$ cat src/rtl/rtc_cal_pkg.sv
package rtc_cal_pkg;

  localparam int TIME_W = 22;
  localparam int DATE_W = 24;

  typedef logic [7:0] bcd8_t;

  // two-digit BCD increment, no wrap handling
  function automatic bcd8_t bcd_inc8(bcd8_t v);
    if (v[3:0] == 4'd9) return {v[7:4] + 4'd1, 4'd0};
    else                return {v[7:4], v[3:0] + 4'd1};
  endfunction

  // 10*T + O is a multiple of 4 exactly when 2*T + O is
  function automatic logic year_is_leap(bcd8_t yr);
    logic [1:0] sum;
    sum = {yr[4], 1'b0} + yr[1:0];
    return (sum == 2'b00);
  endfunction

  function automatic bcd8_t month_length(bcd8_t mon, bcd8_t yr);
    case (mon)
      8'h02:                      return year_is_leap(yr) ? 8'h29 : 8'h28;
      8'h04, 8'h06, 8'h09, 8'h11: return 8'h30;
      default:                    return 8'h31;
    endcase
  endfunction

endpackage

$ cat src/rtl/rtc_presc_div.sv
module rtc_presc_div #(
  parameter int              A_W   = 7,
  parameter int              S_W   = 15,
  parameter logic [A_W-1:0]  A_RST = 7'd127,
  parameter logic [S_W-1:0]  S_RST = 15'd255
) (
  input  logic           clk,
  input  logic           rst_n,
  input  logic           init_mode,
  input  logic           load,
  input  logic [A_W-1:0] a_in,
  input  logic [S_W-1:0] s_in,
  output logic           tick
);

  logic [A_W-1:0] a_q, a_d, acnt_q, acnt_d;
  logic [S_W-1:0] s_q, s_d, scnt_q, scnt_d;
  logic           tick_q, tick_d;
  logic           a_end, s_end;

  assign a_end = (acnt_q == a_q);
  assign s_end = (scnt_q == s_q);

  always_comb begin
    a_d    = a_q;
    s_d    = s_q;
    acnt_d = acnt_q;
    scnt_d = scnt_q;
    tick_d = 1'b0;
    if (init_mode) begin
      acnt_d = '0;
      scnt_d = '0;
      if (load) begin
        a_d = a_in;
        s_d = s_in;
      end
    end else begin
      tick_d = a_end && s_end;
      if (a_end) begin
        acnt_d = '0;
        scnt_d = s_end ? '0 : scnt_q + 1'b1;
      end else begin
        acnt_d = acnt_q + 1'b1;
      end
    end
  end

  always_ff @(posedge clk or negedge rst_n) begin
    if (!rst_n) begin
      a_q    <= A_RST;
      s_q    <= S_RST;
      acnt_q <= '0;
      scnt_q <= '0;
      tick_q <= 1'b0;
    end else begin
      a_q    <= a_d;
      s_q    <= s_d;
      acnt_q <= acnt_d;
      scnt_q <= scnt_d;
      tick_q <= tick_d;
    end
  end

  assign tick = tick_q;

  // a strobe coincides with a fresh divider phase
  p_tick_phase_r2: assert property (@(posedge clk) disable iff (!rst_n)
    tick_q |-> (acnt_q == '0) && (scnt_q == '0));

  // prescaler pair frozen outside initialization mode
  p_presc_frozen_r4: assert property (@(posedge clk) disable iff (!rst_n)
    !$past(init_mode) |-> $stable(a_q) && $stable(s_q));

endmodule

$ cat src/rtl/rtc_bcd_field.sv
module rtc_bcd_field #(
  parameter int         W         = 7,
  parameter logic [7:0] LIMIT     = 8'h59,
  parameter logic [7:0] RESET_VAL = 8'h00
) (
  input  logic         clk,
  input  logic         rst_n,
  input  logic         load,
  input  logic [W-1:0] load_val,
  input  logic         step,
  output logic [W-1:0] value,
  output logic         wrap
);

  logic [W-1:0] val_q, val_d, inc;

  always_comb begin
    if (val_q[3:0] == 4'd9) inc = {val_q[W-1:4] + 1'b1, 4'd0};
    else                    inc = {val_q[W-1:4], val_q[3:0] + 4'd1};
  end

  assign wrap = step && (val_q >= LIMIT[W-1:0]);

  always_comb begin
    val_d = val_q;
    if (load)      val_d = load_val;
    else if (step) val_d = wrap ? '0 : inc;
  end

  always_ff @(posedge clk or negedge rst_n) begin
    if (!rst_n) val_q <= RESET_VAL[W-1:0];
    else        val_q <= val_d;
  end

  assign value = val_q;

  // R5 (also R6 for the hour instance): a step at the limit returns to zero
  p_field_wrap_r5: assert property (@(posedge clk) disable iff (!rst_n)
    step && !load && (val_q == LIMIT[W-1:0]) |=> (val_q == '0));

endmodule

$ cat src/rtl/rtc_date_unit.sv
module rtc_date_unit
  import rtc_cal_pkg::*;
(
  input  logic        clk,
  input  logic        rst_n,
  input  logic        load,
  input  logic [5:0]  ld_day,
  input  logic [4:0]  ld_mon,
  input  logic [2:0]  ld_wday,
  input  logic [7:0]  ld_year,
  input  logic        day_roll,
  output logic [23:0] date_word
);

  logic [5:0] day_q, day_d, day_inc;
  logic [4:0] mon_q, mon_d, mon_inc;
  logic [2:0] wd_q, wd_d;
  logic [7:0] yr_q, yr_d;
  bcd8_t      dim;
  logic       month_end, year_end;

  assign dim       = month_length({3'b000, mon_q}, yr_q);
  assign month_end = ({2'b00, day_q} >= dim);
  assign year_end  = (mon_q >= 5'h12);

  always_comb begin
    if (day_q[3:0] == 4'd9) day_inc = {day_q[5:4] + 2'd1, 4'd0};
    else                    day_inc = {day_q[5:4], day_q[3:0] + 4'd1};
    if (mon_q[3:0] == 4'd9) mon_inc = 5'h10;
    else                    mon_inc = {mon_q[4], mon_q[3:0] + 4'd1};
  end

  always_comb begin
    day_d = day_q;
    mon_d = mon_q;
    wd_d  = wd_q;
    yr_d  = yr_q;
    if (load) begin
      day_d = ld_day;
      mon_d = ld_mon;
      wd_d  = ld_wday;
      yr_d  = ld_year;
    end else if (day_roll) begin
      wd_d = (wd_q >= 3'd7) ? 3'd1 : wd_q + 3'd1;
      if (month_end) begin
        day_d = 6'h01;
        if (year_end) begin
          mon_d = 5'h01;
          yr_d  = (yr_q == 8'h99) ? 8'h00 : bcd_inc8(yr_q);
        end else begin
          mon_d = mon_inc;
        end
      end else begin
        day_d = day_inc;
      end
    end
  end

  always_ff @(posedge clk or negedge rst_n) begin
    if (!rst_n) begin
      day_q <= 6'h01;
      mon_q <= 5'h01;
      wd_q  <= 3'd6;
      yr_q  <= 8'h00;
    end else begin
      day_q <= day_d;
      mon_q <= mon_d;
      wd_q  <= wd_d;
      yr_q  <= yr_d;
    end
  end

  assign date_word = {yr_q, wd_q, mon_q, 2'b00, day_q};

  // Sunday is followed by Monday
  p_wday_wrap_r10: assert property (@(posedge clk) disable iff (!rst_n)
    day_roll && !load && (wd_q == 3'd7) |=> (wd_q == 3'd1));

  // December end goes to January
  p_month_wrap_r9: assert property (@(posedge clk) disable iff (!rst_n)
    day_roll && !load && (mon_q == 5'h12) && month_end |=> (mon_q == 5'h01) && (day_q == 6'h01));

  // the day never passes the month length on a rollover step
  p_day_bound_r7: assert property (@(posedge clk) disable iff (!rst_n)
    day_roll && !load && !month_end |=> (day_q != 6'h01));

endmodule

$ cat src/rtl/bcd_calendar_timebase.sv
module bcd_calendar_timebase
  import rtc_cal_pkg::*;
#(
  parameter int                 ASYNC_W   = 7,
  parameter int                 SYNC_W    = 15,
  parameter logic [ASYNC_W-1:0] ASYNC_RST = 7'd127,
  parameter logic [SYNC_W-1:0]  SYNC_RST  = 15'd255
) (
  input  logic               clk_rtc,
  input  logic               rst_rtc_n,
  input  logic               init_mode,
  input  logic               presc_load,
  input  logic [ASYNC_W-1:0] presc_async_in,
  input  logic [SYNC_W-1:0]  presc_sync_in,
  input  logic               time_load,
  input  logic [TIME_W-1:0]  time_in,
  input  logic               date_load,
  input  logic [DATE_W-1:0]  date_in,
  output logic [TIME_W-1:0]  time_out,
  output logic [DATE_W-1:0]  date_out,
  output logic               tick_1hz
);

  localparam int NFIELD = 3;

  // reset: asserted asynchronously, released on a clock edge
  logic [1:0] rst_sync_q;
  logic       rst_n_int;

  always_ff @(posedge clk_rtc or negedge rst_rtc_n) begin
    if (!rst_rtc_n) rst_sync_q <= 2'b00;
    else            rst_sync_q <= {rst_sync_q[0], 1'b1};
  end
  assign rst_n_int = rst_sync_q[1];

  logic tick;
  logic advance;
  logic tload, dload;

  rtc_presc_div #(
    .A_W   (ASYNC_W),
    .S_W   (SYNC_W),
    .A_RST (ASYNC_RST),
    .S_RST (SYNC_RST)
  ) u_div (
    .clk       (clk_rtc),
    .rst_n     (rst_n_int),
    .init_mode (init_mode),
    .load      (presc_load),
    .a_in      (presc_async_in),
    .s_in      (presc_sync_in),
    .tick      (tick)
  );

  assign advance = tick && !init_mode;
  assign tload   = init_mode && time_load;
  assign dload   = init_mode && date_load;

  // seconds, minutes, hours as a carry chain of BCD fields
  logic [NFIELD-1:0] fstep, fwrap;
  logic [6:0]        sec_v, min_v;
  logic [5:0]        hour_v;

  for (genvar g = 0; g < NFIELD; g++) begin : g_time
    if (g == 0) begin : g_first
      assign fstep[g] = advance;
    end else begin : g_next
      assign fstep[g] = fwrap[g-1];
    end
    if (g == NFIELD - 1) begin : g_hour
      rtc_bcd_field #(.W(6), .LIMIT(8'h23)) u_field (
        .clk      (clk_rtc),
        .rst_n    (rst_n_int),
        .load     (tload),
        .load_val (time_in[21:16]),
        .step     (fstep[g]),
        .value    (hour_v),
        .wrap     (fwrap[g])
      );
    end else begin : g_ms
      logic [6:0] fval;
      rtc_bcd_field #(.W(7), .LIMIT(8'h59)) u_field (
        .clk      (clk_rtc),
        .rst_n    (rst_n_int),
        .load     (tload),
        .load_val (time_in[8*g +: 7]),
        .step     (fstep[g]),
        .value    (fval),
        .wrap     (fwrap[g])
      );
      if (g == 0) begin : g_sec
        assign sec_v = fval;
      end else begin : g_min
        assign min_v = fval;
      end
    end
  end

  rtc_date_unit u_date (
    .clk       (clk_rtc),
    .rst_n     (rst_n_int),
    .load      (dload),
    .ld_day    (date_in[5:0]),
    .ld_mon    (date_in[12:8]),
    .ld_wday   (date_in[15:13]),
    .ld_year   (date_in[23:16]),
    .day_roll  (fwrap[NFIELD-1]),
    .date_word (date_out)
  );

  assign time_out = {hour_v, 1'b0, min_v, 1'b0, sec_v};
  assign tick_1hz = tick;

  // calendar holds in initialization mode unless overwritten
  p_hold_in_init_r3: assert property (@(posedge clk_rtc) disable iff (!rst_n_int)
    $past(init_mode) && !$past(time_load) |-> (time_out == $past(time_out)));

  // outside initialization mode the time only moves after a tick
  p_update_on_tick_r5: assert property (@(posedge clk_rtc) disable iff (!rst_n_int)
    (time_out != $past(time_out)) && !$past(init_mode) |-> $past(tick));

  // reserved load bits are zero
  p_load_rsvd_r4: assert property (@(posedge clk_rtc) disable iff (!rst_n_int)
    (time_load || date_load) |-> (time_in[7] == 1'b0) && (time_in[15] == 1'b0) && (date_in[7:6] == 2'b00));

endmodule

$ cat config.mk
export PLATFORM = sky130hd
export DESIGN_NAME = bcd_calendar_timebase
export DESIGN_NICKNAME = d
export VERILOG_FILES = /design/src/rtl/rtc_cal_pkg.sv /design/src/rtl/rtc_presc_div.sv /design/src/rtl/rtc_bcd_field.sv /design/src/rtl/rtc_date_unit.sv /design/src/rtl/bcd_calendar_timebase.sv
export SDC_FILE = /design/constraint.sdc
export NUM_CORES = 1
export LEC_CHECK = 0
export ABC_AREA = 1
export ABC_CLOCK_PERIOD_IN_PS = 3930
export BUFFER_PORTS_ARGS = -buffer_cell sky130_fd_sc_hd__buf_4
export CAP_MARGIN = 20
export CORE_ASPECT_RATIO = 1.75
export CORE_UTILIZATION = 35
export DETAILED_ROUTE_END_ITERATION = 16
export GPL_TIMING_DRIVEN = 0
export PLACE_DENSITY_LB_ADDON = 0.3
export SETUP_SLACK_MARGIN = 0.5
export SLEW_MARGIN = 20
export SYNTH_ARGS = -nofsm -noshare
export SYNTH_HDL_FRONTEND = slang
export SYNTH_SLANG_ARGS = --single-unit
$ cat constraint.sdc
create_clock -name clk_rtc -period 3.93 [get_ports clk_rtc]
set_input_delay 0.393 -clock clk_rtc [delete_from_list [all_inputs] [get_ports clk_rtc]]
set_output_delay 0.393 -clock clk_rtc [all_outputs]
set_load 0.02 [all_outputs]
After elaboration in Yosys (flattened, before gate mapping)
Cells that the tools add are included.
W data, S select, Z words.
{"block": "word_totals", "wordCells": 124, "reg_bits": 89, "inputBits": 74}
{"block": "classes", "add_sub_neg": 15, "n_mux": 38, "n_lt_le_gt_ge": 6, "eq_ne": 14, "reduce_logical": 32}
{"op": "$mux W7", "n": 10}
{"op": "$mux W6", "n": 8}
{"op": "$mux W8", "n": 6}
{"op": "$mux W15", "n": 3}
{"op": "$add A4 B1 Y4 const B", "n": 7}
{"op": "$mux W5", "n": 5}
{"op": "$eq A4 B4 Y1 const B", "n": 6}
{"op": "$reduce_bool A3 Y1", "n": 6}
{"op": "$pmux W8 S2", "n": 1}
{"op": "$add A15 B1 Y15 const B", "n": 1}
{"op": "$eq A15 B15 Y1", "n": 1}
{"op": "$ge A7 B7 Y1 const B", "n": 2}
{"op": "$reduce_bool A2 Y1", "n": 7}
{"op": "$reduce_and A2 Y1", "n": 6}
{"op": "$eq A5 B3 Y1 const B", "n": 2}
{"op": "$add A3 B1 Y3 const B", "n": 3}
{"op": "$mux W3", "n": 3}
{"op": "$eq A8 B8 Y1 const B", "n": 1}
{"op": "$ge A6 B8 Y1", "n": 1}
{"op": "$add A7 B1 Y7 const B", "n": 1}
{"op": "$eq A7 B7 Y1", "n": 1}
{"op": "$logic_and A1 B1 Y1", "n": 7}
{"op": "$ge A6 B6 Y1 const B", "n": 1}
{"op": "$reduce_and A3 Y1", "n": 2}
{"op": "other kinds (12)", "n": 14}

Logic depth before layout (Yosys ltp)
Gate-level depths: netlist of run 1.
{"block": "depth", "depth_word": 8, "mapped_depth": 16, "depth_no_buf": 16}

Cells and area by module
Synthesis of run 1 repeated with hierarchy kept, for this count alone.
{"block": "hier_totals", "cells_unflattened": 815, "hier_area_um2": 5941.9}
{"mod": "rtc_presc_div", "area_per_inst_um2": 2573.7, "cells_each": 354, "instances": 1, "seq_area_each_um2": 1144.8}
{"mod": "rtc_date_unit", "area_per_inst_um2": 1717.9, "cells_each": 236, "instances": 1, "seq_area_each_um2": 555.5}
{"mod": "rtc_bcd_field at g_time[0].g_ms.u_field ...", "area_per_inst_um2": 546.8, "cells_each": 75, "instances": 2, "seq_area_each_um2": 175.2}
{"mod": "rtc_bcd_field at g_time[2].g_hour.u_field", "area_per_inst_um2": 461.7, "cells_each": 63, "instances": 1, "seq_area_each_um2": 150.1}
{"mod": "bcd_calendar_timebase", "area_per_inst_um2": 95.1, "cells_each": 12, "instances": 1, "seq_area_each_um2": 50.0}

Least setup slack after synthesis of run 1
No wires, ideal clock.
{"block": "synth_timing", "kind": "register -> register", "from": "register u_date.mon_q[0]", "to": "register u_date.yr_q[2]", "arrival_ps": 2196, "setup_slack_ps": 1606, "path_stages_with_launch": 16, "n_path_buf": 0, "required_time_ps": 3802, "setup_time_ps": 128, "cell_sequence": "dfstp_2 -> inv_1 -> nor2_1 -> nand3_1 -> a21oi_1 -> o22ai_1 -> ha_1 -> inv_1 -> nor2_1 -> nand3_1 -> nand4_4 -> nand2_1 -> inv_2 -> nand2_4 -> nand2_1 -> o21ai_0"}
{"block": "synth_between", "elab_chain_cells": 6}
{"item": "from (decl)", "line": "rtc_date_unit.sv:16", "source": "logic [4:0] mon_q, mon_d, mon_inc;"}
{"item": "from (signal assigned)", "line": "rtc_date_unit.sv:67", "source": "mon_q <= mon_d;"}
{"item": "$eq A5 B3 Y1, or another cell as far along", "line": "rtc_cal_pkg.sv:22", "source": "case (mon)"}
{"item": "$reduce_or A4 Y1", "line": "rtc_cal_pkg.sv:22"}
{"item": "$pmux W8 S2", "line": "rtc_cal_pkg.sv:22"}
{"item": "$ge A6 B8 Y1", "line": "rtc_date_unit.sv:23", "source": "assign month_end = ({2'b00, day_q} >= dim);"}
{"item": "$reduce_bool A2 Y1 (no source line)"}
{"item": "$reduce_and A3 Y1 (no source line) *"}
{"item": "to (signal assigned)", "line": "rtc_date_unit.sv:69", "source": "yr_q <= yr_d;"}
{"item": "to (decl)", "line": "rtc_date_unit.sv:18", "source": "logic [7:0] yr_q, yr_d;"}
Mark *: on every way between the ends. The rest lies on a longest branch, timed or not.
A chain may end at the register's enable or synchronous reset.

Worst setup path in the final report of run 1
Same ends and word-level chain as after synthesis.

==> metrics, run 1 <==
max-cap viol count 0; Area growth syn-to-layout 25.47%; antenna violations before repair 0; Post-synth EDFFs 0; Worst R2R End u_date.yr_q[2]; worst path arrival time 2.81 ns; share of layout cells above drive strength 1 26.51%; Seq pwr share 40.8%; clock power share 28.5%; yosys warns 0; mapped cell area 5630 um^2; top_reg_cell synth dfrtp_1; Yosys cell types 37; endpoint class of the critical path register; RSZ-0062 raised after global routing no; Rows 61; initial core utilization 35.64%; Setup Skew 0.009761 ns; Post-CTS Setup Bufs 0; fin crit period 2.584 ns; worst hold endpoint g_time[1].g_ms.u_field.value[2]; critical path required time 4.16 ns; Tcrit/Tclk final 65.75%; pre-CTS setup slack 1.364 ns; min-delay src time_in[10]; DR vias/cell 4.854; WS Path Type register to register; core area 15800 um^2; Lkg Pwr 0.003620 uW; die area 16620 um^2; status complete, but fails checks; crit path max fanout 10; Pwr per Cell Area 448.9 nW/um^2; critical path launch point type register; Max Clock Freq 387.0 MHz; Rel. slew slack 56.60%; DR pass1 iterations 10; DIE WIDTH 97.88 um; Clock Path Buffers 2; final setup fails 0; Register-to-Register Setup Slack 1.35 ns; Remaining Overflow, GRT 0; reg2reg path depth 15; Synth top area share 31.11%; GRT Overall Usage 18.31%; Final Hold Fails 0; largest net degree at the start of global routing 47; port bufs 112; ranking of synthesized cells by area dfrtp_1, nand2_1, dfstp_2; maximum vdd drop 0.2969 mV; DP HPWL 11280 um; Seq/Total Area, Yosys 39.98%; later-pin clock latency in the skew report 0.35 ns; worst-margin pin slew 0.6510 ns; root buf cell clkbuf_16; post-DR wirelength/cell 14.08 um; 1st-iter DRT viols 166; Vias 4946; Post-Syn Instances 697; Int Power 2035 uW; RD Place Congestion 0.8617; combinational power share 30.7%; Post-layout nets 924; dpl cells 1002; clk sink count 89; Hold WC Path Type input port to register; Hold Path Stages 3; ys async rst share 100.0%; Num CTS Buffers 9; setup ws final 1.346 ns; Final ANT Viol Nets 0; diode count 0; CTS tree built; DRC violations left 7; reg2reg start u_date.mon_q[0]; first-pass GRT wire length 23690 um; vias in the first global route 4979; Die H 169.8 um; Slew Limit Fails 0; Post-Layout Cell Count 1019; clock-pin transition on the worst setup and hold timing paths 0.07 ns; H-tree levels 3; Switching Power 1135 uW; switching share of power 35.81%; syn avg cell area 8.078 um^2; final WL 14350 um; failing checks DRC; # IOs 121; top cell type by total area after synthesis dfrtp_1; Synth Register Bits 89
==> flip-flops by register name, summed over array words and instances, names as in the netlist <==
name / count
u_div.acnt_q: 7
u_date.yr_q: 8
g_time.g_hour.u_field.value: 6
u_div.tick: 1
u_date.mon_q: 5
rst_sync_q: 2
g_time.g_ms.u_field.value: 14
u_date.wd_q: 3
u_date.day_q: 6
u_div.scnt_q: 15
u_div.s_q: 15
u_div.a_q: 7
==> cell usage after synthesis (4+ instances only) <==
cell     count
nand2_1    198
dfrtp_1     70
inv_1       68
nand3_1     57
nor2_1      47
o21ai_0     30
xor2_1      28
nand4_1     27
ha_1        25
mux2_2      22
xnor2_1     20
dfstp_2     19
buf_2        9
nor3_1       8
a21oi_1      7
buf_4        6
inv_2        6
nand2_2      6
nand2_4      5
o21ai_1      5
buf_6        4
==> layout by cell type (no fill, tap or decap), types with 19 or more instances in the layout <==
| cell type | n |
|---|---|
| nand2_1 | 198 |
| buf_4 | 118 |
| dfrtp_1 | 69 |
| inv_1 | 68 |
| nand3_1 | 57 |
| nor2_1 | 47 |
| o21ai_0 | 30 |
| xor2_1 | 28 |
| nand4_1 | 27 |
| ha_1 | 25 |
| mux2_2 | 22 |
| xnor2_1 | 20 |
| dfstp_2 | 19 |
==> worst max-delay path, stage by stage (launching register included) <==
cell and delay [ns]:
dfstp_2 0.57, inv_1 0.10, nor2_1 0.13, nand3_1 0.13, a21oi_1 0.16, o22ai_1 0.11
ha_1 0.29, inv_1 0.03, nor2_1 0.10, nand3_1 0.14, nand4_4 0.21, nand2_1 0.09
inv_2 0.17, nand2_4 0.10, nand2_1 0.06, o21ai_0 0.07
==> per-layer routing <==
metal  track usage (%)  up-vias  share of wire, %
met1             17.60     2295                37
met2             36.93      125                56
li1                  -     2502                 -
met5                 0        -                 0
met3             3.377       24               4.3
met4             7.839        0               2.8
==> worst max path at each step <==
stage	startpoint	end	slack, ns	cells after the start
final	u_date.mon_q[0]	u_date.yr_q[2]	1.35	15
after global routing	u_date.mon_q[0]	u_date.yr_q[3]	1.07	15
after CTS	u_date.mon_q[0]	u_date.yr_q[2]	1.34	15
after detailed placement	u_date.mon_q[0]	u_date.yr_q[2]	1.36	15
after global placement	rst_sync_q[1]	u_div.s_q[12]	-0.04	0
after floorplan	rst_sync_q[1]	g_time[0].g_ms.u_field.value[0]	1.30	0
==> cell type report <==
cell class	count	area [um^2]
inverter	74	277.8
timing repair buffer	114	870.8
sequential	89	2255
clock inverter	6	72.57
fill	1629	8735
tap	189	236.5
multi-input combinational	514	2949
clock buffer	10	239.0
buffer	23	163.9
==> cell families after synthesis <==
family / count (synthesis) / synth area share (%)
adders and majority gates: 25 / 5.556
buffers and inverters: 97 / 7.844
muxes: 22 / 4.400
DFF: 89 / 39.98
xor gates and xnor gates: 48 / 7.467
other: 2 / 0.1334
and+or+nand+nor: 360 / 29.31
AOI/OAI and AO/OA: 54 / 5.311
==> metrics by stage <==
stage	cell area [um^2]	total power [uW]	utilization (%)	TNS, ns	hold WS, ns
6_report	7064	3171	44.71	0	0.2616
5_1_grt	7064	3393	44.71	0	0.2585
4_1_cts	7064	3211	44.71	0	0.2511
3_5_place_dp	6743	2291	42.68	0	0.1780
3_3_place_gp	6719	2276	42.53	-1.971	0.1762
2_1_floorplan	5642	1892	-	0	0.09741
==> power groups by stage <==
stage	clock network, uW	registers [uW]	logic, uW
finish	904	1290	973
global route	973	1320	1100
CTS	931	1300	983
detailed placement	0	1310	979
global placement	0	1320	954
floorplan	0	1380	508
==> what timing repair did <==
item	CTS	global route
endpoints found under the hold margin	2	0
hold buffers	1	0
gates resized for setup	0	0
(Power assumes the default switching activity.)
==> run 2, diff against run 1 <==
--- a/config.mk
+++ b/config.mk
@@ -6,7 +6,7 @@
 export NUM_CORES = 1
 export LEC_CHECK = 0
 export ABC_AREA = 1
-export ABC_CLOCK_PERIOD_IN_PS = 3930
+export ABC_CLOCK_PERIOD_IN_PS = 2100
 export BUFFER_PORTS_ARGS = -buffer_cell sky130_fd_sc_hd__buf_4
 export CAP_MARGIN = 20
 export CORE_ASPECT_RATIO = 1.75
==> constraint.sdc (replaced) <==
create_clock -name clk_rtc -period 2.1 [get_ports clk_rtc]
set_input_delay 0.21 -clock clk_rtc [delete_from_list [all_inputs] [get_ports clk_rtc]]
set_output_delay 0.21 -clock clk_rtc [all_outputs]
set_load 0.02 [all_outputs]
==> run 2 against run 1 <==
  * The run ends with DRC, setup timing left
  * Count of clock-buffer cells in the layout is the same
  * Highest routed layer unchanged
  * Setup slack got worse by 1.5 ns
  * First-iteration DRC count rose by 16%
  * Largest cell class unchanged
  * Sequential share of layout area down 4.3 points
  * Wire length rose by 14%
  * Critical path depth decreased by 1
==> metrics, run 2 (synthesis gave the netlist of run 1 again) <==
later-pin clock latency in the skew report 0.34 ns; setup ws final -0.1430 ns; critical path launch point type register; die area 16620 um^2; final setup fails 19; Tcrit/Tclk final 106.8%; failing checks DRC, setup timing; max-cap viol count 0; Vias 5411; crit path max fanout 8; DP HPWL 11370 um; Post-layout nets 992; diode count 0; clock-pin transition on the worst setup and hold timing paths 0.07 ns; 1st-iter DRT viols 192; Fill cells 1464; worst path arrival time 2.48 ns; Final ANT Viol Nets 0; Slew Limit Fails 0; Setup Skew 0.009610 ns; RD Place Congestion 0.8843; Rows 61; port bufs 112; first-pass GRT wire length 25630 um; Fin Setup TNS -1.698 ns; commonest non-fill, non-tap cell in the layout nand2_1; most frequent cells in the layout nand2_1, buf_4, inv_1; DRC violations left 7; clk sink count 89; Hold WC Path Type input port to register; final core occ 52.15%; CTS tree built; Max Clock Freq 445.8 MHz; vias in the first global route 5486; Rel. slew slack 54.17%; maximum vdd drop 0.6793 mV; worst-margin pin slew 0.6875 ns; DR pass1 iterations 10; post-DR wirelength/cell 15.00 um; pre-CTS setup slack -0.3537 ns; status complete, but fails checks; antenna violations before repair 0; Die H 169.8 um; Pwr per Cell Area 796.6 nW/um^2; initial core utilization 35.64%; WS Path Type register to register; H-tree levels 3; Post-Layout Cell Count 1087; Clock Path Buffers 2; largest net degree at the start of global routing 49; Remaining Overflow, GRT 0; final WL 16300 um; Lkg Pwr 0.004102 uW; # IOs 121; dpl cells 1002; core area 15800 um^2; DIE WIDTH 97.88 um; Final Hold Fails 0; GRT Overall Usage 19.62%; Num CTS Buffers 9; root buf cell clkbuf_16; critical path required time 2.34 ns; DR vias/cell 4.978; fin crit period 2.243 ns; share of layout cells above drive strength 1 45.21%; total design power 6563 uW; RSZ-0062 raised after global routing yes; endpoint class of the critical path register; Area growth syn-to-layout 46.33%
-- run 2: changes by cell type in the layout (fill, tap and decap cells not counted), moves of 13 or more --
cell,change
buf_6,+21
inv_1,-13
nand2_2,+23
dfrtp_2,+15
nand3_2,+20
nand3_1,-22
dfrtp_1,-15
nand2_1,-32
o21ai_0,-19
buf_4,+44
-- run 2: report_power, final --
| group | total [uW] | switching, uW | internal, uW | leakage (uW) |
|---|---|---|---|---|
| logic | 2500 | 1300 | 1200 | 0.00287 |
| clock network | 1610 | 748 | 865 | 0.000147 |
| registers | 2450 | 414 | 2040 | 0.00109 |
| total | 6560 | 2460 | 4100 | 0.00410 |
-- run 2: layout make-up --
| cell class | count | area (um^2) | area share, % |
|---|---|---|---|
| well taps | 189 | 236.5 | 2.870 |
| repair buffers | 182 | 1488 | 18.06 |
| plain buffers | 23 | 190.2 | 2.308 |
| clock buffers | 10 | 239.0 | 2.901 |
| multi-input cells | 514 | 3447 | 41.84 |
| clock inverters | 6 | 57.56 | 0.6986 |
| flip-flops and latches | 89 | 2273 | 27.59 |
| inverters | 74 | 307.8 | 3.736 |
-- run 2: final timing paths --
| path | slack (ns) | end | cells past startpoint | start |
|---|---|---|---|---|
| worst min-delay path | 0.07 | g_time[0].g_ms.u_field.value[2] | 3 | time_in[2] |
| worst max register to register | -0.14 | u_date.yr_q[4] | 14 | u_date.mon_q[3] |
| worst max-delay path | -0.14 | u_date.yr_q[4] | 14 | u_date.mon_q[3] |
| max in group asynchronous | 1.00 | u_div.s_q[5] | 1 | rst_sync_q[1] |
| min in group asynchronous | 0.18 | rst_sync_q[0] | 2 | rst_rtc_n |
| worst min register to register | 0.36 | rst_sync_q[1] | 0 | rst_sync_q[0] |
-- run 2: per-layer routing --
layer  GRT usage, %  up-vias  share of wire, %
met1          18.69     2592                35
met2          38.98      142                57
li1               -     2640                 -
met3          3.460       37               4.0
met5              0        -                 0
met4          10.34        0               3.5
-- run 2: through the flow --
| step | hold WS [ns] | cell area (um^2) |
|---|---|---|
| 3_3_place_gp | -0.007138 | 6743 |
| 3_5_place_dp | -0.005050 | 6765 |
| 2_1_floorplan | -0.08559 | 5665 |
| 5_1_grt | 0.08456 | 8239 |
| 4_1_cts | 0.05848 | 7687 |
| 6_report | 0.07258 | 8239 |
-- run 2: worst max-delay path, stage by stage, from the launching register on --
cell and delay [ns]:
dfrtp_2 0.46, nor2_2 0.14, nand2_1 0.12, o31ai_2 0.22, o22ai_2 0.09, ha_1 0.28, inv_1 0.04, nor2_2 0.10
nand3_2 0.11, nand4_4 0.17, nand2_4 0.09, inv_8 0.10, nand3_4 0.10, nand2_1 0.07, nand2_1 0.05
-- run 2: what timing repair did --
action                                 CTS  global route
hold buffers                             1             0
cloned                                   2             1
endpoints found under the hold margin    2             0
pin swaps                               26            42
setup buffers                           45            20
setup endpoints to repair               61            59
resized for setup                       70           110
